==> config.mk <==
export PLATFORM = sky130hd
export DESIGN_NAME = flash_tick_div
export DESIGN_NICKNAME = d
export VERILOG_FILES = /design/src/rtl/fdiv_pkg.sv /design/src/rtl/fdiv_cfg_reg.sv /design/src/rtl/fdiv_prescale.sv /design/src/rtl/fdiv_counter.sv /design/src/rtl/flash_tick_div.sv
export SDC_FILE = /design/constraint.sdc
export NUM_CORES = 1
export LEC_CHECK = 0
export CAP_MARGIN = 10
export CORE_AREA = 4 4 51 65
export CTS_CLUSTER_SIZE = 28
export DETAILED_ROUTE_END_ITERATION = 10
export DIE_AREA = 0 0 55 69
export HOLD_SLACK_MARGIN = 0.1
export PLACE_DENSITY_LB_ADDON = 0.15
export RECOVER_POWER = 100
export REMOVE_ABC_BUFFERS = 1
export SLEW_MARGIN = 20
export SYNTH_ARGS = -nofsm -noshare
export SYNTH_HDL_FRONTEND = slang
export SYNTH_SLANG_ARGS = --single-unit
==> constraint.sdc <==
create_clock -name clk -period 3.1 [get_ports clk]
set_clock_uncertainty 0.1 [all_clocks]
set_input_delay 0.31 -clock clk [delete_from_list [all_inputs] [get_ports clk]]
set_output_delay 0.31 -clock clk [all_outputs]
set_load 0.01 [all_outputs]
==> src/rtl/fdiv_pkg.sv <==
package fdiv_pkg;
  localparam int DIV_W = 6;
  localparam int REG_W = DIV_W + 2;

  typedef struct packed {
    logic             pre_on;
    logic [DIV_W-1:0] div_m1;
  } fdiv_cfg_t;
endpackage

==> src/rtl/fdiv_cfg_reg.sv <==
module fdiv_cfg_reg
  import fdiv_pkg::*;
#(
  parameter int ADDR_W   = 3,
  parameter int REG_ADDR = 3
) (
  input  logic              clk,
  input  logic              rst,
  input  logic [ADDR_W-1:0] bus_addr,
  input  logic              bus_wr,
  input  logic [REG_W-1:0]  bus_wdata,
  output logic [REG_W-1:0]  bus_rdata,
  output fdiv_cfg_t         cfg,
  output logic              loaded
);
  logic      hit;
  logic      take;
  fdiv_cfg_t cfg_q;
  logic      loaded_q;
  logic [REG_W-1:0] rdata_q;

  assign hit  = (bus_addr == ADDR_W'(REG_ADDR));
  assign take = hit && bus_wr && !loaded_q;

  // Configuration bits and flag: accepted once, frozen until reset
  always_ff @(posedge clk) begin
    if (rst) begin
      cfg_q    <= '0;
      loaded_q <= 1'b0;
    end else if (take) begin
      cfg_q    <= fdiv_cfg_t'(bus_wdata[REG_W-2:0]);
      loaded_q <= 1'b1;
    end
  end

  // Registered read port
  always_ff @(posedge clk) begin
    if (rst) rdata_q <= '0;
    else     rdata_q <= hit ? {loaded_q, cfg_q} : '0;
  end

  assign cfg       = cfg_q;
  assign loaded    = loaded_q;
  assign bus_rdata = rdata_q;
endmodule

==> src/rtl/fdiv_prescale.sv <==
module fdiv_prescale #(
  parameter int PRE_LOG2 = 3
) (
  input  logic clk,
  input  logic rst,
  input  logic run,
  input  logic pre_on,
  output logic pre_en
);
  generate
    if (PRE_LOG2 == 0) begin : g_none
      assign pre_en = run;
    end else begin : g_cnt
      logic [PRE_LOG2-1:0] pc_q;
      always_ff @(posedge clk) begin
        if (rst || !run || !pre_on) pc_q <= '0;
        else                        pc_q <= pc_q + 1'b1;
      end
      assign pre_en = run && (!pre_on || (pc_q == '1));
    end
  endgenerate
endmodule

==> src/rtl/fdiv_counter.sv <==
module fdiv_counter #(
  parameter int W = 6
) (
  input  logic         clk,
  input  logic         rst,
  input  logic         run,
  input  logic         step,
  input  logic [W-1:0] limit,
  output logic         tick
);
  logic [W-1:0] cnt_q;
  logic         tick_q;

  always_ff @(posedge clk) begin
    if (rst || !run) begin
      cnt_q  <= '0;
      tick_q <= 1'b0;
    end else begin
      tick_q <= 1'b0;
      if (step) begin
        if (cnt_q == limit) begin
          cnt_q  <= '0;
          tick_q <= 1'b1;
        end else begin
          cnt_q <= cnt_q + 1'b1;
        end
      end
    end
  end

  assign tick = tick_q;
endmodule

==> src/rtl/flash_tick_div.sv <==
module flash_tick_div
  import fdiv_pkg::*;
#(
  parameter int ADDR_W   = 3,
  parameter int REG_ADDR = 3,
  parameter int PRE_LOG2 = 3
) (
  input  logic              clk,
  input  logic              rst,
  input  logic [ADDR_W-1:0] bus_addr,
  input  logic              bus_wr,
  input  logic [7:0]        bus_wdata,
  output logic [7:0]        bus_rdata,
  output logic              tick,
  output logic              cfg_done
);
  fdiv_cfg_t cfg_w;
  logic      loaded_w;
  logic      pre_en_w;

  fdiv_cfg_reg #(.ADDR_W(ADDR_W), .REG_ADDR(REG_ADDR)) u_reg (
    .clk       (clk),
    .rst       (rst),
    .bus_addr  (bus_addr),
    .bus_wr    (bus_wr),
    .bus_wdata (bus_wdata),
    .bus_rdata (bus_rdata),
    .cfg       (cfg_w),
    .loaded    (loaded_w)
  );

  fdiv_prescale #(.PRE_LOG2(PRE_LOG2)) u_pre (
    .clk    (clk),
    .rst    (rst),
    .run    (loaded_w),
    .pre_on (cfg_w.pre_on),
    .pre_en (pre_en_w)
  );

  fdiv_counter #(.W(DIV_W)) u_cnt (
    .clk   (clk),
    .rst   (rst),
    .run   (loaded_w),
    .step  (pre_en_w),
    .limit (cfg_w.div_m1),
    .tick  (tick)
  );

  assign cfg_done = loaded_w;
endmodule

; Word level (Yosys, flattened, before mapping)
; Index checks and enable logic that the tools add are counted.
[totals]
out_inout_bits = 10
input_bits = 14
word_cells = 26
regBits = 26
[classes]
mux = 2
n_reduce_logical = 10
bitwise = 2
addsub = 2
eq_ne = 3
[op_table]
columns = op, n
row1 = "adder 6 x 1 -> 6 bit, second input constant", 1
row2 = == test 6 bit, 1
row3 = two-way mux 6 bit, 1
row4 = OR reduction 2 bit, 2
row5 = "adder 3 x 1 -> 3 bit, second input constant", 1
row6 = "== test 3 x 2 -> 1 bit, second input constant", 1
row7 = "== test 3 bit, second input constant", 1
row8 = logical AND 1 bit, 3
row9 = logical OR 1 bit, 3
row10 = logical NOT 1 bit, 2
row11 = NOT 1 bit, 2
row12 = two-way mux 1 bit, 1

; Depth between registers and ports, before layout
; Gate-level depths: netlist (run 1).
[logic_depth]
depth_word = 5
ltp_mapped = 7
ltp_nobuf = 6

; Cells and area by module
; From an unflattened synthesis (run 1), not the netlist that was laid out.
[unflattened]
hier_cells = 100
area_unflattened_um2 = 1106.1
[modules_own_cells]
columns = mod, seq_area_each_um2, n_inst, area_per_inst_um2, cells_each
row1 = fdiv_cfg_reg, 320.3, 1, 590.6, 51
row2 = fdiv_counter, 140.1, 1, 395.4, 38
row3 = fdiv_prescale, 60.1, 1, 120.1, 11

; Least setup slack after synthesis (run 1)
; Ideal clock, no wire load.
[synth_path]
path_kind = reg2reg
startpoint = register u_pre.g_cnt.pc_q[0]
endpoint = register u_cnt.cnt_q[0]
synth_period_minus_slack_ns = 1.674
path_stages_with_launch = 8
arrival_ns = 1.444
setup_time_ns = 0.131
path_buffers = 1
path_slack_ns = 1.426
t_required_ns = 2.869
path_cell_list = dfxtp_1 > ha_1 > ha_1 > nand2b_2 > buf_6 > nand4_2 > o41ai_4 > nor2_1
[synth_via]
elab_chain_cells = 3
[synth_rtl]
columns = item, line_no
row1 = start: declaration, fdiv_prescale.sv:14  ; logic [PRE_LOG2-1:0] pc_q;
row2 = start signal: assignment, fdiv_prescale.sv:17  ; else pc_q <= pc_q + 1'b1;
row3 = == test 3 bit, fdiv_prescale.sv:19  ; assign pre_en = run && (!pre_on || (pc_q == '1));
row4 = logical OR 1 bit, fdiv_prescale.sv:19
row5 = logical AND 1 bit, fdiv_prescale.sv:19
row6 = end signal: assignment, fdiv_counter.sv:25  ; cnt_q <= cnt_q + 1'b1;
row7 = end: declaration, fdiv_counter.sv:11  ; logic [W-1:0] cnt_q;
; No other way between the ends.
; A chain may end at the register's enable or synchronous reset.

; Worst setup path after layout (run 1)
[layout_path]
startpoint = register u_pre.g_cnt.pc_q[0]
endpoint = register u_cnt.cnt_q[5]
; The elaborated chain is that of the path after synthesis.

==> impl_metrics.csv, run 1 <==
group,metric,value,unit
outcome,outcome,"finished, final reports clean",
detailed_routing,drtAntennaViolNets,0,
finish,stdcell_area,1310,sq um
power,p_comb_share,6.1,%
global_routing,grt_util_all_layers,11.16,%
global_routing,grt_max_degree,15,
power,p_int,429.4,uW
clock_tree,path_clk_slew,0.13,ns
global_routing,grt_pass1_vias,704,
timing,final-hold-violation-count,0,
clock_tree,h-tree-depth,1,
finish,final_nets,137,
worst_setup_path,crit_top_cell,"ha_1",
worst_setup_path,cp-end-kind,"flip-flop",
power,p_leak,0.0005444,uW
power,p_sw,113.2,uW
finish,diodes,0,
detailed_routing,drt_pre_antenna_iters,3,
timing,post-route-period-util,63.68,%
floorplan,die_area,3795,sq um
clock_tree,worstSkewPairLatency,0.31,ns
power,p_sw_share,20.86,%
timing,rsz0062_at_grt,"no",
global_routing,overflow,0,
worst_setup_path,slowest_stage,"o41ai_4",
detailed_routing,wl,1.905,mm
detailed_routing,wl_per_cell,12.45,um
floorplan,fp.dieW,55,um
detailed_routing,num_vias,703,
worst_setup_path,worstSetupPathType,"reg -> reg",
yosys,syn-cell-area,1056,sq um
finish,area_growth_syn_to_layout,24.05,%
clock_tree,cts_buffer_depth,2,
timing,setup_tns,0,ns
finish,seqCellArea,520.5,sq um
yosys,ys_types,25,
place,finalWeightedCongestion,0.7712,
power,powerDensity,414.2,nW/um^2
yosys,synthCells,96,
place,port_buffers,22,
run,cap_violations,0,
timing,setup_viol,0,
clock_tree,cts_root_buf,"clkbuf_4",
place,post_dp_cell_area,1287,sq um
floorplan,fp.coreArea,2654,sq um
worst_setup_path,crit_arrival,2.08,ns
yosys,avgSynthCellArea,11.00,sq um
clock_tree,cts_hold_buf,0,
timing,drv_slew,0,
worst_setup_path,cp_max_fo,7,
timing,finalCriticalPeriod,1.974,ns
floorplan,start_util,39.79,%
global_routing,grt_first_pass_wirelength,3.125,mm
timing,whs,0.3284,ns
finish,drive_above_1_share,8.403,%
yosys,synth-seq-cells,26,
place,dp_hpwl,1.427,mm
timing,maxClockFrequency,0.5065,GHz
hold_path,min_path_type,"reg -> reg",
worst_setup_path,worst_ep_required_time,3.20,ns
power,ir_drop,0.2223,mV
power,pwr-share-clk,31.1,%
clock_tree,clkSinkCount,26,
timing,relSlewSlack,63.03,%
clock_tree,post_cts_buffers,0,
finish,fillers,239,
detailed_routing,route.detailed.drc,0,
yosys,ys_warn_count,0,
floorplan,row_count,21,
floorplan,die_y,69,um
worst_setup_path,slowest_delay,0.55,ns
finish,multi_input_area,486.7,sq um
global_routing,antenna_found_initial,0,
floorplan,ios,24,
clock_tree,cts_tree,"yes",
worst_setup_path,crit_path_start_kind,"flip-flop",
clock_tree,cts_resized,0,
timing,tightest_slew,0.5545,ns
detailed_routing,viasPerCell,4.595,
detailed_routing,drt_iter0_drc,7,
worst_setup_path,crit_chain,"ha_1 > ha_1 > nand2b_1 > nand4_1 > o41ai_4 > nor2_1",
clock_tree,cts_made_buffers,3,
yosys,ys_seq_area_share,49.29,%
power,pwr-share-seq,62.8,%
==> cell usage after synthesis <==
cell type / n / area, sq um
dfxtp_1: 26 / 520.5
nor2_1: 16 / 60.06
and2_1: 8 / 50.05
mux2i_1: 8 / 80.08
xor2_1: 7 / 61.31
buf_6: 3 / 33.78
ha_1: 3 / 37.54
nand2_1: 3 / 11.26
and3_2: 2 / 15.01
nand3_1: 2 / 10.01
nand4_1: 2 / 12.51
xnor2_1: 2 / 17.52
xnor2_2: 2 / 32.53
a21o_1: 1 / 7.510
and2_2: 1 / 7.510
and2b_2: 1 / 8.760
and3_1: 1 / 6.260
buf_2: 1 / 5.000
nand2b_2: 1 / 8.760
nand3b_1: 1 / 7.510
nand4_2: 1 / 12.51
nor2b_1: 1 / 6.260
nor3b_1: 1 / 7.510
nor4b_1: 1 / 8.760
o41ai_4: 1 / 27.53
==> routing by layer <==
metal | vias up | track usage, % | share of wire, %
li1 | 362 | - | -
met3 | 2 | 3.017 | 5.2
met2 | 13 | 17.50 | 48
met4 | 0 | 4.865 | 1.0
met5 | - | 0 | 0
met1 | 326 | 13.79 | 45
==> sequential cells by signal, indices dropped and copies added, names as in the netlist <==
| signal | flops |
|---|---|
| u_reg.bus_rdata | 8 |
| u_reg.cfg | 7 |
| u_cnt.cnt_q | 6 |
| u_pre.g_cnt.pc_q | 3 |
| u_cnt.tick | 1 |
| u_reg.loaded | 1 |
==> power groups by stage <==
stage / clock network (uW) / registers [uW] / logic [uW]
floorplan: 0 / 348 / 12.7
global route: 192 / 342 / 36.2
CTS: 180 / 341 / 35.4
finish: 169 / 341 / 33.2
detailed placement: 0 / 348 / 35.0
global placement: 0 / 348 / 34.3
==> metrics by stage <==
stage	instances	util, %	worst slack (ns)	power [uW]
4_1_cts	153	49.88	1.191	556.0
5_1_grt	153	49.36	0.9301	570.0
3_5_place_dp	149	48.51	1.260	383.2
2_1_floorplan	92	-	1.253	360.3
6_report	153	49.36	1.126	542.6
3_3_place_gp	149	48.51	1.270	382.4
==> placed cells by master, fill, tap and decap left out, drive strengths merged, types with 2 or more instances in the layout <==
cell,count
and2,9
and3,3
clkbuf,5
clkdlybuf4s50,10
dfxtp,26
dlygate4sd3,12
ha,3
mux2i,8
nand2,3
nand3,2
nand4,3
nor2,16
xnor2,4
xor2,7
==> layout make-up <==
cell class	count	share of cell area, %
timing repair buffer	23	17.10
multi-input combinational	66	37.15
clock buffer	4	2.770
sequential	26	39.73
tap	34	3.247
==> path summary, 6_finish.rpt <==
check	slack, ns	startpoint	cells after the start	end
hold reg to reg	0.33	u_pre.g_cnt.pc_q[0]	1	u_pre.g_cnt.pc_q[0]
setup reg to reg	1.13	u_pre.g_cnt.pc_q[0]	6	u_cnt.cnt_q[5]
hold / removal	0.33	u_pre.g_cnt.pc_q[0]	1	u_pre.g_cnt.pc_q[0]
setup / recovery	1.13	u_pre.g_cnt.pc_q[0]	6	u_cnt.cnt_q[5]
==> kinds of logic (layout without fill, tap and decap cells) <==
group           count (synthesis)  in the layout  synth area share [%]
flops                          26             26                 49.29
simple gates                   42             42                 22.04
fa+ha+maj                       3              3                 3.555
mux                             8              8                 7.583
xor+xnor                       11             11                 10.55
buf+inv                         4             27                 3.672
compound gates                  2              2                 3.318
==> critical path: cells and delay by family (launching register included) <==
kind	cells	cell delay (ns)
fa+ha+maj	2	0.27
flops	1	0.36
simple gates	3	0.59
compound gates	1	0.55
Power figures use the tool's default switching activity.
==> inputs of run 2 (changes only) <==
clock period = 1.85 ns   (was 3.1 ns; I/O delays follow)
==> impl_metrics.csv, run 2 (synthesized netlist as in run 1, its figures left out) <==
group,metric,value,unit
clock_tree,clkSinkCount,26,
global_routing,overflow,0,
floorplan,ios,24,
power,p_leak,0.0005224,uW
floorplan,die_area,3795,sq um
detailed_routing,drt_pre_antenna_iters,4,
place,dp_hpwl,1.416,mm
detailed_routing,viasPerCell,4.581,
clock_tree,worstSkewPairLatency,0.32,ns
detailed_routing,wl,1.838,mm
place,finalWeightedCongestion,0.7393,
timing,drv_slew,0,
finish,diodes,0,
hold_path,min_path_type,"reg -> reg",
detailed_routing,drtAntennaViolNets,0,
clock_tree,post_cts_buffers,0,
timing,tightest_slew,0.4336,ns
finish,drive_above_1_share,14.05,%
power,finalPower,917.0,uW
clock_tree,cts_hold_buf,0,
floorplan,row_count,21,
power,powerDensity,684.3,nW/um^2
timing,final-hold-violation-count,0,
worst_setup_path,worst_ep_required_time,1.96,ns
power,ir_drop,0.3636,mV
finish,final_common_cell,"dfxtp_1",
clock_tree,cts_resized,0,
finish,largest_register_ffs,8,
timing,setup_tns,0,ns
floorplan,die_y,69,um
finish,multi_input_area,496.7,sq um
worst_setup_path,crit_path_start_kind,"flip-flop",
timing,maxClockFrequency,0.5911,GHz
worst_setup_path,worstSetupPathType,"reg -> reg",
finish,seqCellArea,521.8,sq um
global_routing,antenna_found_initial,0,
worst_setup_path,crit_arrival,1.80,ns
floorplan,fp.dieW,55,um
floorplan,start_util,39.79,%
clock_tree,cts_root_buf,"clkbuf_4",
finish,area_growth_syn_to_layout,26.90,%
worst_setup_path,cp_max_fo,6,
detailed_routing,num_vias,710,
place,port_buffers,22,
timing,finalCriticalPeriod,1.692,ns
detailed_routing,wl_per_cell,11.86,um
worst_setup_path,cp-end-kind,"flip-flop",
global_routing,grt_max_degree,15,
detailed_routing,drt_iter0_drc,4,
timing,whs,0.3278,ns
detailed_routing,route.detailed.drc,0,
finish,final_cell_mix,"dfxtp_1 (25), clkdlybuf4s50_1 (22), nor2_1 (16), and2_1 (8), mux2i_1 (8)",
run,cap_violations,0,
finish,fillers,260,
clock_tree,h-tree-depth,1,
clock_tree,cts_made_buffers,3,
global_routing,grt_util_all_layers,10.66,%
global_routing,grt_first_pass_wirelength,3.042,mm
global_routing,grt_pass1_vias,664,
timing,post-route-period-util,91.45,%
floorplan,fp.coreArea,2654,sq um
finish,final_nets,139,
timing,setup_viol,0,
clock_tree,path_clk_slew,0.13,ns
timing,relSlewSlack,70.98,%
clock_tree,cts_buffer_depth,2,
clock_tree,cts_tree,"yes",
outcome,outcome,"finished, final reports clean",
==> run 2: cell count changes in the layout (fill, tap and decap cells not counted) <==
| cell | delta |
|---|---|
| clkdlybuf4s50_1 | +12 |
| dlygate4sd3_1 | -12 |
| buf_4 | +3 |
| and2b_1 | -1 |
| and2b_2 | +1 |
| clkbuf_1 | -1 |
| dfxtp_1 | -1 |
| dfxtp_2 | +1 |
| nand2b_1 | -1 |
| nand2b_2 | +1 |
| nand4_1 | -1 |
| nand4_2 | +1 |
==> run 2: power by group <==
part	internal (uW)	total (uW)	switching [uW]
Combinational	38.6	59.9	21.3
Clock	120	286	166
Sequential	565	571	5.85
==> run 2: final cells by class <==
class	count	area share, %
clock buffer	4	2.708
multi-input combinational	66	37.07
sequential	26	38.94
tap	34	3.175
timing repair buffer	25	18.11
==> run 2: path summary, 6_finish.rpt <==
kind / startpoint / endpoint / slack, ns / cells after the start
worst min register to register: u_pre.g_cnt.pc_q[0] / u_pre.g_cnt.pc_q[0] / 0.33 / 1
worst min-delay path: u_pre.g_cnt.pc_q[0] / u_pre.g_cnt.pc_q[0] / 0.33 / 1
worst max register to register: u_pre.g_cnt.pc_q[0] / u_cnt.cnt_q[4] / 0.16 / 6
worst max-delay path: u_pre.g_cnt.pc_q[0] / u_cnt.cnt_q[4] / 0.16 / 6
==> run 2: critical path, cell delays in order, from the launching register on <==
cell	delay [ns]
dfxtp_1	0.36
ha_1	0.16
ha_1	0.12
nand2b_2	0.13
nand4_2	0.14
o41ai_4	0.49
nor2_1	0.09
==> run 2: through the flow <==
stage	setup slack (ns)	utilization, %	instance area [sq um]	std cells
after floorplan	0.1005	-	1017	92
after global placement	0.1280	49.08	1303	151
after detailed placement	0.1015	49.08	1303	151
after CTS	0.07421	50.45	1339	155
after global routing	-0.0001101	50.50	1340	155
final	0.1582	50.50	1340	155
==> run 2: per-layer routing <==
| layer | wire [um] | global-route usage (%) |
|---|---|---|
| met1 | 853 | 14.86 |
| met2 | 863 | 15.39 |
| met3 | 89 | 2.802 |
| met4 | 31 | 4.054 |
| met5 | 0 | 0 |
==> inputs of run 3 (changes only) <==
CELL_PAD_IN_SITES_DETAIL_PLACEMENT = 1   (was unset)
CELL_PAD_IN_SITES_GLOBAL_PLACEMENT = 1   (was unset)
CORE_AREA = 4 4 53 67   (was 4 4 51 65)
DIE_AREA = 0 0 57 71   (was 0 0 55 69)
==> impl_metrics.csv, run 3 (synthesized netlist as in run 1, its figures left out) <==
group,metric,value,unit
detailed_routing,num_vias,711,
clock_tree,cts_root_buf,"clkbuf_4",
worst_setup_path,slowest_delay,0.50,ns
clock_tree,h-tree-depth,1,
hold_path,min_path_type,"reg -> reg",
power,powerDensity,682.5,nW/um^2
detailed_routing,drt_iter0_drc,1,
clock_tree,cts_tree,"yes",
worst_setup_path,worst_ep_required_time,1.96,ns
global_routing,grt_util_all_layers,10.30,%
detailed_routing,route.detailed.drc,0,
global_routing,grt_max_degree,15,
finish,final_common_cell,"dfxtp_1",
place,post-place-ws,0.08459,ns
clock_tree,worstSkewPairLatency,0.32,ns
floorplan,fp.dieW,57,um
timing,drv_slew,0,
timing,finalCriticalPeriod,1.712,ns
finish,area_growth_syn_to_layout,26.78,%
clock_tree,path_clk_slew,0.14,ns
detailed_routing,drtAntennaViolNets,0,
power,ir_drop,0.3806,mV
timing,post-route-period-util,92.52,%
global_routing,grt_first_pass_wirelength,3.215,mm
worst_setup_path,crit_arrival,1.82,ns
place,finalWeightedCongestion,0.7744,
timing,setup_viol,0,
outcome,outcome,"finished, final reports clean",
finish,final_cell_count_no_fill,157,
worst_setup_path,crit_top_cell,"ha_1",
worst_setup_path,crit_path_start_kind,"flip-flop",
worst_setup_path,slowest_stage,"o41ai_4",
timing,relSlewSlack,71.67,%
finish,final_cell_mix,"dfxtp_1 (25), nor2_1 (16), clkdlybuf4s50_1 (11), dlygate4sd3_1 (11), mux2i_1 (8)",
place,port_buffers,22,
timing,setup_tns,0,ns
place,dp_hpwl,1.569,mm
timing,maxClockFrequency,0.5842,GHz
floorplan,row_count,22,
detailed_routing,wl,1.991,mm
floorplan,die_area,4047,sq um
run,cap_violations,0,
clock_tree,cts_made_buffers,3,
finish,drive_above_1_share,13.22,%
floorplan,die_y,71,um
global_routing,overflow,0,
worst_setup_path,cp_num_buf_inv,0,
worst_setup_path,cp_max_fo,6,
detailed_routing,drt_pre_antenna_iters,2,
worst_setup_path,cp_top_family,"compound AO/OA/AOI/OAI gates",
global_routing,grt_pass1_vias,709,
floorplan,ios,24,
worst_setup_path,crit_chain,"ha_1 > ha_1 > nand2b_2 > nand4_2 > o41ai_4 > nor2_1",
detailed_routing,wl_per_cell,12.68,um
clock_tree,clkSinkCount,26,
place,placedCellCount,153,
worst_setup_path,worstSetupPathType,"reg -> reg",
timing,layout_setup_ws,0.1383,ns
power,p_leak,0.0005545,uW
worst_setup_path,cp-end-kind,"flip-flop",
finish,diodes,0,
global_routing,antenna_found_initial,0,
timing,final-hold-violation-count,0,
finish,final_nets,139,
floorplan,fp.coreArea,2918,sq um
floorplan,start_util,36.19,%
detailed_routing,viasPerCell,4.529,
finish,final_util,45.88,%
timing,rsz0062_at_grt,"no",
clock_tree,cts_buffer_depth,2,
timing,tightest_slew,0.4235,ns
finish,largest_register_ffs,8,
-- run 3: final cells by class --
| cell class | instances | area (sq um) |
|---|---|---|
| Fill cell | 337 | 1579 |
| Tap cell | 36 | 45.04 |
| Multi-Input combinational cell | 66 | 495.5 |
| Clock buffer | 4 | 36.28 |
| Timing Repair Buffer | 25 | 240.2 |
| Sequential cell | 26 | 521.8 |
-- run 3: path summary, 6_finish.rpt --
check / startpoint / end / slack, ns / depth (start not counted)
setup / recovery: u_pre.g_cnt.pc_q[0] / u_cnt.cnt_q[1] / 0.14 / 6
hold / removal: u_pre.g_cnt.pc_q[0] / u_pre.g_cnt.pc_q[0] / 0.34 / 1
setup reg to reg: u_pre.g_cnt.pc_q[0] / u_cnt.cnt_q[1] / 0.14 / 6
hold reg to reg: u_pre.g_cnt.pc_q[0] / u_pre.g_cnt.pc_q[0] / 0.34 / 1
-- run 3: power breakdown --
part | internal, uW | total, uW | switching, uW
clock | 120 | 284 | 163
sequential | 565 | 571 | 6.02
combinational | 37.1 | 58.8 | 21.7
total | 723 | 914 | 191
-- run 3: repair_timing --
item	CTS	global route
setup endpoints to repair	0	7
endpoints found under the hold margin	0	0
hold buffers	0	0
gates resized for setup	0	1
setup buffers	0	0
-- run 3: stage by stage --
step / hold slack (ns) / instance area [sq um] / total power (uW)
after global routing: 0.3597 / 1339 / 956.4
after global placement: 0.3082 / 1305 / 643.7
after detailed placement: 0.3295 / 1305 / 645.1
after CTS: 0.3473 / 1341 / 940.3
after floorplan: 0.1574 / 1017 / 603.7
final: 0.3377 / 1339 / 913.7
-- run 3: layer usage --
layer	up-vias	routed length, um	GRT usage (%)
met1	325	895	12.35
li1	366	-	-
met5	-	0	0
met2	16	970	16.52
met4	0	35	6.186
met3	4	91	2.372
